### config.mk
export PLATFORM = sky130hd
export DESIGN_NAME = adc_seq_ctrl
export DESIGN_NICKNAME = d
export VERILOG_FILES = /design/src/rtl/adc_seq_pkg.sv /design/src/rtl/adc_ctrl_regs.sv /design/src/rtl/adc_start_trig.sv /design/src/rtl/adc_clk_div.sv /design/src/rtl/adc_conv_seq.sv /design/src/rtl/adc_seq_ctrl.sv
export SDC_FILE = /design/constraint.sdc
export NUM_CORES = 1
export LEC_CHECK = 0
export BUFFER_PORTS_ARGS = -buffer_cell sky130_fd_sc_hd__buf_2
export CAP_MARGIN = 10
export CORE_MARGIN = 2
export CORE_UTILIZATION = 45
export CTS_CLUSTER_DIAMETER = 100
export DETAILED_ROUTE_END_ITERATION = 8
export GPL_ROUTABILITY_DRIVEN = 0
export PLACE_DENSITY = 0.69
export SLEW_MARGIN = 10
export SYNTH_ARGS = -nofsm -noshare
export SYNTH_HDL_FRONTEND = slang
export SYNTH_SLANG_ARGS = --single-unit
### constraint.sdc
create_clock -name clk -period 4.2 [get_ports clk]
set_input_delay 0.84 -clock clk [delete_from_list [all_inputs] [get_ports clk]]
set_output_delay 0.84 -clock clk [all_outputs]
set_load 0.005 [all_outputs]
### src/rtl/adc_seq_pkg.sv
// Package: shared constants, register field positions, sequencer state
// type and code-to-value decoders for the ADC conversion sequencer.
package adc_seq_pkg;

    localparam int CTRL_W = 16;

    // Control register field positions (software-visible layout).
    localparam int B_SOFT     = 0;
    localparam int B_CONT     = 1;
    localparam int B_MODE_LO  = 3;
    localparam int B_PWR      = 5;
    localparam int B_BUSY_EN  = 6;
    localparam int B_START_EN = 7;
    localparam int B_ACQ_LO   = 8;
    localparam int B_DIV_LO   = 10;
    localparam int B_EDGE     = 13;

    localparam logic [CTRL_W-1:0] CTRL_RESET = 16'h0600;
    localparam logic [CTRL_W-1:0] CTRL_KEEP  = 16'h3FFA;

    // Register word addresses.
    localparam logic [1:0] ADDR_CTRL = 2'd0;
    localparam logic [1:0] ADDR_CHAN = 2'd1;
    localparam logic [1:0] ADDR_DATA = 2'd2;
    localparam logic [1:0] ADDR_STAT = 2'd3;

    localparam logic [1:0] MODE_DIFF = 2'b01;

    typedef enum logic [1:0] {
        SEQ_IDLE  = 2'd0,
        SEQ_ACQ   = 2'd1,
        SEQ_TRIAL = 2'd2
    } seq_state_t;

    // Divider code to ratio; the two codes above /32 saturate at /32.
    function automatic logic [5:0] div_ratio(input logic [2:0] code);
        logic [5:0] r;
        case (code)
            3'd0:    r = 6'd1;
            3'd1:    r = 6'd2;
            3'd2:    r = 6'd4;
            3'd3:    r = 6'd8;
            3'd4:    r = 6'd16;
            default: r = 6'd32;
        endcase
        return r;
    endfunction

    // Acquisition code to ADC clock count.
    function automatic logic [4:0] acq_clocks(input logic [1:0] code);
        return 5'd2 << code;
    endfunction

endpackage

### src/rtl/adc_ctrl_regs.sv
// Register file: holds the control and channel registers, produces a
// one-cycle software start pulse, decodes control fields, and muxes the
// read data. Assumes single-cycle strobes; reads have no wait state.
module adc_ctrl_regs
    import adc_seq_pkg::*;
#(
    parameter int CH_W   = 4,
    parameter int DATA_W = 32
) (
    input  logic              clk,
    input  logic              rst_n,
    input  logic              bus_wr,
    input  logic              bus_rd,
    input  logic [1:0]        bus_addr,
    input  logic [CTRL_W-1:0] bus_wdata,
    input  logic [DATA_W-1:0] data_word,
    input  logic              status_flag,
    output logic [DATA_W-1:0] bus_rdata,
    output logic              soft_pulse,
    output logic              data_read,
    output logic [CH_W-1:0]   chan,
    output logic              edge_mode,
    output logic [2:0]        div_code,
    output logic [1:0]        acq_code,
    output logic              start_en,
    output logic              busy_en,
    output logic              pwr_on,
    output logic [1:0]        mode,
    output logic              cont_en
);

    localparam int PAD_CTRL = DATA_W - CTRL_W;
    localparam int PAD_CHAN = DATA_W - CH_W;

    logic [CTRL_W-1:0] ctrl_q;
    logic [CH_W-1:0]   chan_q;
    logic              soft_q;

    // Register writes and the software start pulse.
    always_ff @(posedge clk) begin
        if (!rst_n) begin
            ctrl_q <= CTRL_RESET;
            chan_q <= '0;
            soft_q <= 1'b0;
        end else begin
            soft_q <= bus_wr && (bus_addr == ADDR_CTRL) && bus_wdata[B_SOFT];
            if (bus_wr && (bus_addr == ADDR_CTRL)) ctrl_q <= bus_wdata & CTRL_KEEP;
            if (bus_wr && (bus_addr == ADDR_CHAN)) chan_q <= bus_wdata[CH_W-1:0];
        end
    end

    // Field decode of the stored control word.
    always_comb begin
        edge_mode = ctrl_q[B_EDGE];
        div_code  = ctrl_q[B_DIV_LO +: 3];
        acq_code  = ctrl_q[B_ACQ_LO +: 2];
        start_en  = ctrl_q[B_START_EN];
        busy_en   = ctrl_q[B_BUSY_EN];
        pwr_on    = ctrl_q[B_PWR];
        mode      = ctrl_q[B_MODE_LO +: 2];
        cont_en   = ctrl_q[B_CONT];
    end

    // Read data mux.
    always_comb begin
        case (bus_addr)
            ADDR_CTRL: bus_rdata = {{PAD_CTRL{1'b0}}, ctrl_q};
            ADDR_CHAN: bus_rdata = {{PAD_CHAN{1'b0}}, chan_q};
            ADDR_DATA: bus_rdata = data_word;
            default:   bus_rdata = {{(DATA_W-1){1'b0}}, status_flag};
        endcase
    end

    assign soft_pulse = soft_q;
    assign chan       = chan_q;
    assign data_read  = bus_rd && (bus_addr == ADDR_DATA);

    AST_SOFT_IS_PULSE: assert property (@(posedge clk) disable iff (!rst_n)
        soft_pulse |-> $past(bus_wr)) else $error("soft start without write");

endmodule

### src/rtl/adc_start_trig.sv
// Start pin conditioning: synchronises the asynchronous pin through
// SYNC_STAGES flops and presents either its rising edge or its level
// as a start request, as selected by edge_mode.
module adc_start_trig #(
    parameter int SYNC_STAGES = 2
) (
    input  logic clk,
    input  logic rst_n,
    input  logic pin,
    input  logic edge_mode,
    output logic pin_req
);

    logic [SYNC_STAGES-1:0] sync_q;
    logic                   last_q;
    logic                   pin_hi;

    generate
        if (SYNC_STAGES == 1) begin : g_one
            // Single synchroniser stage.
            always_ff @(posedge clk) begin
                if (!rst_n) sync_q <= '0;
                else        sync_q <= pin;
            end
        end else begin : g_many
            // Shift chain of synchroniser stages.
            always_ff @(posedge clk) begin
                if (!rst_n) sync_q <= '0;
                else        sync_q <= {sync_q[SYNC_STAGES-2:0], pin};
            end
        end
    endgenerate

    assign pin_hi = sync_q[SYNC_STAGES-1];

    // Previous synchronised value for edge detection.
    always_ff @(posedge clk) begin
        if (!rst_n) last_q <= 1'b0;
        else        last_q <= pin_hi;
    end

    assign pin_req = edge_mode ? (pin_hi && !last_q) : pin_hi;

    AST_EDGE_SINGLE: assert property (@(posedge clk) disable iff (!rst_n)
        (edge_mode && pin_req) |=> (!edge_mode || !pin_req)) else $error("edge request held");

endmodule

### src/rtl/adc_clk_div.sv
// ADC clock divider: while run is high, emits one tick every `ratio`
// system cycles, first tick `ratio` cycles after run rises. Assumes
// ratio is held stable for the whole run.
module adc_clk_div #(
    parameter int RATIO_W = 6
) (
    input  logic               clk,
    input  logic               rst_n,
    input  logic               run,
    input  logic [RATIO_W-1:0] ratio,
    output logic               tick
);

    logic [RATIO_W-1:0] cnt_q;

    assign tick = run && (cnt_q == ratio - RATIO_W'(1));

    // Phase counter, held at zero outside a conversion.
    always_ff @(posedge clk) begin
        if (!rst_n || !run) cnt_q <= '0;
        else if (tick)      cnt_q <= '0;
        else                cnt_q <= cnt_q + RATIO_W'(1);
    end

    AST_DIV_IN_RANGE: assert property (@(posedge clk) disable iff (!rst_n)
        run |-> (cnt_q < ratio)) else $error("divider phase out of range");

endmodule

### src/rtl/adc_conv_seq.sv
// Conversion sequencer: arbitrates start sources, latches the effective
// timing at launch (temperature override included), counts acquisition
// and tail ADC clocks, captures and formats the sample at the final
// clock, and keeps the status flag. Assumes tick comes from adc_clk_div
// driven by run/ratio.
module adc_conv_seq
    import adc_seq_pkg::*;
#(
    parameter int RES_W      = 12,
    parameter int DATA_W     = 32,
    parameter int CH_W       = 4,
    parameter int TEMP_CHAN  = 15,
    parameter int EXTRA_CLKS = 19
) (
    input  logic              clk,
    input  logic              rst_n,
    input  logic              soft_pulse,
    input  logic              pin_req,
    input  logic [CH_W-1:0]   chan,
    input  logic [2:0]        div_code,
    input  logic [1:0]        acq_code,
    input  logic              start_en,
    input  logic              busy_en,
    input  logic              pwr_on,
    input  logic [1:0]        mode,
    input  logic              cont_en,
    input  logic [RES_W-1:0]  sample_in,
    input  logic              data_read,
    input  logic              tick,
    output logic              run,
    output logic [5:0]        ratio,
    output logic              busy_out,
    output logic [DATA_W-1:0] data_word,
    output logic              status_flag
);

    localparam int LOW_W  = DATA_W / 2;
    localparam int SIGN_W = DATA_W - LOW_W - RES_W;
    localparam int CNT_W  = $clog2(16 + EXTRA_CLKS + 1);

    seq_state_t         state_q;
    logic [5:0]         ratio_q;
    logic [4:0]         acq_q;
    logic [CNT_W-1:0]   clk_cnt_q;
    logic [1:0]         mode_q;
    logic               temp_q;
    logic               cont_q;
    logic [DATA_W-1:0]  data_q;
    logic               stat_q;

    logic               idle;
    logic               is_temp;
    logic               trig;
    logic               launch;
    logic [CNT_W-1:0]   total_clks;
    logic               last_clk;
    logic               acq_end;
    logic               sign_fill;

    assign idle       = (state_q == SEQ_IDLE);
    assign is_temp    = (chan == CH_W'(TEMP_CHAN));
    assign trig       = pwr_on && ((start_en && (soft_pulse || pin_req)) || cont_q);
    assign launch     = idle && trig;
    assign total_clks = CNT_W'(acq_q) + CNT_W'(EXTRA_CLKS);
    assign last_clk   = tick && (clk_cnt_q == total_clks - CNT_W'(1));
    assign acq_end    = tick && (state_q == SEQ_ACQ) && (clk_cnt_q == CNT_W'(acq_q) - CNT_W'(1));
    assign sign_fill  = (mode_q == MODE_DIFF) && sample_in[RES_W-1];

    // Phase sequencing and launch-time capture of the effective timing.
    always_ff @(posedge clk) begin
        if (!rst_n) begin
            state_q   <= SEQ_IDLE;
            ratio_q   <= 6'd1;
            acq_q     <= 5'd2;
            clk_cnt_q <= '0;
            mode_q    <= '0;
            temp_q    <= 1'b0;
        end else if (idle) begin
            if (launch) begin
                state_q   <= SEQ_ACQ;
                clk_cnt_q <= '0;
                ratio_q   <= is_temp ? 6'd32 : div_ratio(div_code);
                acq_q     <= is_temp ? 5'd16 : acq_clocks(acq_code);
                mode_q    <= mode;
                temp_q    <= is_temp;
            end
        end else if (tick) begin
            if (last_clk) begin
                state_q   <= SEQ_IDLE;
                clk_cnt_q <= '0;
            end else begin
                clk_cnt_q <= clk_cnt_q + CNT_W'(1);
                if (acq_end) state_q <= SEQ_TRIAL;
            end
        end
    end

    // Continuous-run flag: armed by a launch with continuous mode on.
    always_ff @(posedge clk) begin
        if (!rst_n || !pwr_on || !cont_en) cont_q <= 1'b0;
        else if (launch)                   cont_q <= 1'b1;
    end

    // Result capture and status flag (a write beats a clearing read).
    always_ff @(posedge clk) begin
        if (!rst_n) begin
            data_q <= '0;
            stat_q <= 1'b0;
        end else begin
            if (last_clk) data_q <= {{SIGN_W{sign_fill}}, sample_in, {LOW_W{1'b0}}};
            if (last_clk)       stat_q <= 1'b1;
            else if (data_read) stat_q <= 1'b0;
        end
    end

    assign run         = !idle;
    assign ratio       = ratio_q;
    assign busy_out    = run && busy_en;
    assign data_word   = data_q;
    assign status_flag = stat_q;

    AST_START_NEEDS_POWER: assert property (@(posedge clk) disable iff (!rst_n)
        $rose(run) |-> $past(pwr_on)) else $error("launch while powered down");
    AST_STATUS_AFTER_WRITE: assert property (@(posedge clk) disable iff (!rst_n)
        last_clk |=> status_flag) else $error("status not set");
    AST_TEMP_TIMING: assert property (@(posedge clk) disable iff (!rst_n)
        (run && temp_q) |-> (ratio_q == 6'd32 && acq_q == 5'd16)) else $error("temp timing");
    AST_NO_RESTART_BUSY: assert property (@(posedge clk) disable iff (!rst_n)
        (run && !last_clk) |=> (run && $stable(ratio_q) && $stable(acq_q))) else $error("restart in flight");
    AST_CNT_BOUND: assert property (@(posedge clk) disable iff (!rst_n)
        run |-> (clk_cnt_q < total_clks)) else $error("clock count overrun");
    AST_RESULT_LAYOUT: assert property (@(posedge clk) disable iff (!rst_n)
        (data_q[LOW_W-1:0] == '0) &&
        ((data_q[DATA_W-1 -: SIGN_W] == '0) ||
         (data_q[DATA_W-1 -: SIGN_W+1] == '1))) else $error("result layout");

endmodule

### src/rtl/adc_seq_ctrl.sv
// Top: ADC conversion sequencer with register interface. Wires the
// register file, start pin conditioning, ADC clock divider and the
// conversion sequencer together. Assumes one synchronous clock domain
// apart from start_pin.
module adc_seq_ctrl
    import adc_seq_pkg::*;
#(
    parameter int RES_W       = 12,
    parameter int DATA_W      = 32,
    parameter int CH_W        = 4,
    parameter int TEMP_CHAN   = 15,
    parameter int EXTRA_CLKS  = 19,
    parameter int SYNC_STAGES = 2
) (
    input  logic              clk,
    input  logic              rst_n,
    input  logic              bus_wr,
    input  logic              bus_rd,
    input  logic [1:0]        bus_addr,
    input  logic [15:0]       bus_wdata,
    output logic [DATA_W-1:0] bus_rdata,
    input  logic              start_pin,
    input  logic [RES_W-1:0]  sample_in,
    output logic              adc_busy,
    output logic              adc_irq
);

    logic              soft_pulse, data_read, pin_req, tick, run;
    logic [CH_W-1:0]   chan;
    logic              edge_mode, start_en, busy_en, pwr_on, cont_en;
    logic [2:0]        div_code;
    logic [1:0]        acq_code, mode;
    logic [5:0]        ratio;
    logic [DATA_W-1:0] data_word;
    logic              status_flag;

    adc_ctrl_regs #(.CH_W(CH_W), .DATA_W(DATA_W)) u_regs (
        .clk(clk), .rst_n(rst_n), .bus_wr(bus_wr), .bus_rd(bus_rd),
        .bus_addr(bus_addr), .bus_wdata(bus_wdata), .data_word(data_word),
        .status_flag(status_flag), .bus_rdata(bus_rdata),
        .soft_pulse(soft_pulse), .data_read(data_read), .chan(chan),
        .edge_mode(edge_mode), .div_code(div_code), .acq_code(acq_code),
        .start_en(start_en), .busy_en(busy_en), .pwr_on(pwr_on),
        .mode(mode), .cont_en(cont_en)
    );

    adc_start_trig #(.SYNC_STAGES(SYNC_STAGES)) u_trig (
        .clk(clk), .rst_n(rst_n), .pin(start_pin),
        .edge_mode(edge_mode), .pin_req(pin_req)
    );

    adc_clk_div #(.RATIO_W(6)) u_div (
        .clk(clk), .rst_n(rst_n), .run(run), .ratio(ratio), .tick(tick)
    );

    adc_conv_seq #(
        .RES_W(RES_W), .DATA_W(DATA_W), .CH_W(CH_W),
        .TEMP_CHAN(TEMP_CHAN), .EXTRA_CLKS(EXTRA_CLKS)
    ) u_seq (
        .clk(clk), .rst_n(rst_n), .soft_pulse(soft_pulse), .pin_req(pin_req),
        .chan(chan), .div_code(div_code), .acq_code(acq_code),
        .start_en(start_en), .busy_en(busy_en), .pwr_on(pwr_on),
        .mode(mode), .cont_en(cont_en), .sample_in(sample_in),
        .data_read(data_read), .tick(tick), .run(run), .ratio(ratio),
        .busy_out(adc_busy), .data_word(data_word), .status_flag(status_flag)
    );

    assign adc_irq = status_flag;

endmodule

* After elaboration in Yosys (flattened, before gate mapping)
Index checks and enable logic that the tools add are counted.
Cells by class: $add $sub $neg 6, equality and inequality tests 13, shift operators 1, mux-type cells 16, reductions and logical operators 34
Operator list (count):
- $pmux W32 S3 | 1
- $mux W6 | 5
- $pmux W6 S5 | 1
- $eq A6 B6 Y1 | 3
- $logic_and A1 B1 Y1 | 14
- $add A6 B1 Y6 const B | 2
- $sub A6 B1 Y6 const B | 2
- $mux W2 | 5
- $add A5 B5 Y6 const B | 1
- $eq A2 B1 Y1 const B | 3
- $eq A3 B2 Y1 const B | 2
- $sub A5 B1 Y6 const B | 1
- $logic_not A1 Y1 | 5
- $logic_or A1 B1 Y1 | 5
- $mux W5 | 1
- $shl A2 B2 Y5 const A | 1
- $eq A4 B4 Y1 const B | 1
- $logic_not A2 Y1 | 2
- $reduce_and A2 Y1 | 2
- $reduce_bool A2 Y1 | 2
- $eq A3 B1 Y1 const B | 1
- $eq A3 B3 Y1 const B | 1
- $logic_not A3 Y1 | 1
- $mux W1 | 3
- other kinds (5) | 5
Word-level totals: bits in registers 62, output and inout bits 34, logic and storage cells 84

* Depth between registers and ports, before layout
word-level depth 10, depth in mapped cells 9

* Cells and area by module
From an unflattened synthesis, not the netlist that was laid out.
Second synthesis, totals: cells, all modules 407, area, all modules 3542.1 µm²
Modules (own cells, without submodules):
- adc_conv_seq | instances 1, cells an instance 227, area each 1933.1 µm²
- adc_ctrl_regs | instances 1, cells an instance 124, area each 1059.8 µm²
- adc_clk_div | instances 1, cells an instance 49, area each 459.2 µm²
- adc_start_trig | instances 1, cells an instance 7, area each 90.1 µm²

* Worst setup path before layout
No wires, ideal clock.
path type input to output, start point in bus_addr[0], end point out bus_rdata[29], arrival 1753 ps, data required time 3360 ps, slack 1607 ps, cell stages on the path 5, buffers on the path 3, cells stage by stage clkbuf_1 nor2b_1 clkbuf_1 and2_1 buf_4
On the way: cells in the longest elaborated chain, start to end 2
Ends and longest elaborated chain:
- start, declared | line adc_seq_ctrl.sv:19 | input logic [1:0] bus_addr,
- $eq A2 B2 Y1, or another cell as far along | line adc_ctrl_regs.sv:66 | case (bus_addr)
- $pmux W32 S3 (*) | line adc_ctrl_regs.sv:66
- end, declared | line adc_seq_ctrl.sv:21 | output logic [DATA_W-1:0] bus_rdata,
Every way passes the cells marked *; elsewhere a longest branch is shown, timed or not.

* Worst setup path after layout
start point in bus_addr[1], end point out bus_rdata[31]
Same word-level chain as after synthesis.

==> impl_metrics.json <==
{
  "chipHeight_um": 85.40,
  "drv_cap": 0,
  "min-delay-path-class": "reg2reg",
  "switching_share_pct": 24.06,
  "syn_area_um2": 2982,
  "start_util_pct": 46.69,
  "min_period_over_period_pct": 67.75,
  "worstMarginPinSlew_ns": 0.8966,
  "grt_pass1_vias": 2319,
  "placed_area_um2": 3308,
  "diodes": 0,
  "pwr-share-seq_pct": 51.2,
  "port_buffers": 64,
  "synthFlopType": "dfxtp_1",
  "startpoint_type": "input port",
  "setup_tns_ns": 0,
  "clock_latency_ns": 0.34,
  "fmax_ghz": 0.3514,
  "rows": 29,
  "grt_antenna_before_repair": 0,
  "cp.required_ns": 3.36,
  "core_region_area_um2": 6386,
  "num_io_pins": 69,
  "synthToLayoutAreaGrowth_pct": 17.29,
  "multi_input_area_um2": 1618,
  "ant_nets": 0,
  "nNetsFinal": 450,
  "synth_async_sr_flop_share_pct": 0,
  "drive_above_1_share_pct": 21.74,
  "layout.cells.most_common_list": "buf_2, dfxtp_1, nand2_1",
  "power_density_nw_per_um2": 330.1,
  "p_switching_w": 0.0002777,
  "yosysWarnings": 0,
  "fin_crit_ns": 2.846,
  "final_common_cell": "buf_2",
  "yosysSeqAreaShare_pct": 40.96,
  "internal_power_w": 0.0008766,
  "die_x_um": 85.40,
  "leakage_nw": 1.524,
  "ir_drop_mv": 0.2683,
  "drc": 0,
  "cts_buffer_depth": 2,
  "final_cell_area_um2": 3497,
  "initialDrtViolationCount": 98,
  "fin_skew_ns": 0.006677,
  "dp_hpwl_mm": 4.414,
  "whs_ns": 0.4397,
  "synth_edf_count": 0,
  "post_cts_buffers": 0,
  "syn_area_per_cell_um2": 8.446,
  "p_comb_share_pct": 4.6,
  "synth_cell_types": 47,
  "clockRootBuffer": "clkbuf_8",
  "max-slew-margin-rel_pct": 40.16,
  "seq_area_um2": 1221,
  "routed_wl_mm": 6.198,
  "dieArea_um2": 7293,
  "htreeDepth": 3,
  "n_fill_cell": 602,
  "finalHoldViolations": 0,
  "grt-ovfl-total": 0,
  "cts_sinks": 61,
  "worst_ep_arrival_time_ns": 2.01,
  "routedWlPerCell_um": 12.62,
  "vias_per_cell": 5.169,
  "vias": 2538,
  "worst_slack_ns": 1.354,
  "end_kind": "output pin",
  "ys_seq_elements": 61,
  "cts_tree": "done",
  "numCtsBuffers": 9,
  "clk_pin_slew_ns": 0.07,
  "hold_buffers": 0,
  "grt_setup_unrepaired": "no",
  "crit_path_max_fanout": 14,
  "grt_pass1_wl_mm": 10.56,
  "place_ws_ns": 1.324,
  "setup_viol": 0,
  "grt_max_degree": 30,
  "synthCells": 353,
  "slew_viol_final": 0,
  "pwr-share-clk_pct": 44.2,
  "status": "completed",
  "track_usage_pct": 18.24,
  "cts_resized": 0,
  "drt_first_pass_iters": 4,
  "path_class": "in2out"
}
-- path summary, 6_finish.rpt --
check	end	startpoint	slack [ns]	depth (start not counted)
max	bus_rdata[31]	bus_addr[1]	1.35	4
min	u_trig.sync_q[1]$_SDFF_PN0_	u_trig.sync_q[0]$_SDFF_PN0_	0.44	1
max reg2reg	u_seq.clk_cnt_q[5]$_SDFFE_PN0P_	u_seq.ratio[0]$_SDFFE_PN1P_	1.83	9
min reg2reg	u_trig.sync_q[1]$_SDFF_PN0_	u_trig.sync_q[0]$_SDFF_PN0_	0.44	1
-- cell families (layout without fill, tap and decap cells) --
group                      after synthesis  count (layout)  share of synthesized area (%)
xor gates and xnor gates                22              22                          6.462
AOI/OAI and AO/OA                       54              54                          10.74
muxes                                   19              19                          6.378
buffers and inverters                   30              90                          4.909
adders and majority gates                5               5                          2.098
and+or+nand+nor                        161             161                          28.33
DFF                                     61              61                          40.96
other                                    1               2                         0.1258
-- metal layers --
layer | part of all wire (%) | track usage [%] | vias up
met5 | 0 | 0 | -
met4 | 2.4 | 9.812 | 0
met3 | 3.9 | 3.599 | 11
met2 | 46 | 29.62 | 53
met1 | 47 | 22.77 | 1168
li1 | - | - | 1306
-- Yosys cell counts (2+ instances only) --
| cell | instances | area [um2] |
|---|---|---|
| buf_4 | 6 | 45.04 |
| o21ai_0 | 8 | 40.04 |
| and3b_1 | 3 | 26.28 |
| nor2_1 | 39 | 146.4 |
| nand4b_1 | 2 | 17.52 |
| nor3_1 | 7 | 35.03 |
| o211ai_1 | 3 | 22.52 |
| xnor2_1 | 11 | 96.34 |
| ha_1 | 5 | 62.56 |
| a31oi_1 | 2 | 12.51 |
| nand4_1 | 6 | 37.54 |
| and2_1 | 28 | 175.2 |
| buf_2 | 3 | 15.01 |
| xor2_1 | 11 | 96.34 |
| nand2_1 | 43 | 161.4 |
| nand3b_1 | 3 | 22.52 |
| dfxtp_1 | 61 | 1221 |
| or2_2 | 2 | 12.51 |
| or3_1 | 5 | 31.28 |
| mux2i_1 | 19 | 190.2 |
| a21oi_1 | 29 | 145.1 |
| clkbuf_1 | 12 | 45.04 |
| and3_1 | 2 | 12.51 |
| nand3_1 | 9 | 45.04 |
| nor2b_1 | 3 | 18.77 |
| inv_1 | 8 | 30.03 |
| nand2b_1 | 3 | 18.77 |
-- registers in the layout (all words and copies together), names as in the netlist, 2 cells and up --
register	count
u_seq.clk_cnt_q	6
u_seq.ratio	6
u_seq.mode_q	2
u_trig.sync_q	2
u_seq.state_q	2
u_regs.chan	4
u_seq.acq_q	4
u_regs.ctrl_q	12
u_seq.data_word	13
u_div.cnt_q	6
-- final cells by class --
cell class	instances	share of cell area [%]
clock buffer	9	3.542
clock inverter	6	1.860
sequential	61	34.92
tap	77	2.755
multi-input combinational	263	46.26
inverter	8	0.8587
timing repair buffer	67	9.803
-- metrics by stage --
step | util, % | total power [W] | instances
global route | 54.76 | 0.001194 | 491
finish | 54.76 | 0.001154 | 491
detailed placement | 51.80 | 0.0006570 | 476
CTS | 54.76 | 0.001164 | 491
global placement | 51.80 | 0.0006563 | 476
floorplan | - | 0.0006323 | 354
-- power by group through the flow --
stage | Sequential [W] | Combinational [W] | Clock [W]
CTS | 0.000591 | 0.0000531 | 0.000520
detailed placement | 0.000604 | 0.0000528 | 0
floorplan | 0.000602 | 0.0000298 | 0
global route | 0.000592 | 0.0000598 | 0.000542
global placement | 0.000604 | 0.0000523 | 0
finish | 0.000591 | 0.0000526 | 0.000511
-- worst max-delay path: stages --
cell	delay [ns]
buf_2	0.14
nor2b_1	0.63
and2_1	0.26
buf_2	0.13
No activity file was read; power rests on OpenSTA's default activity.
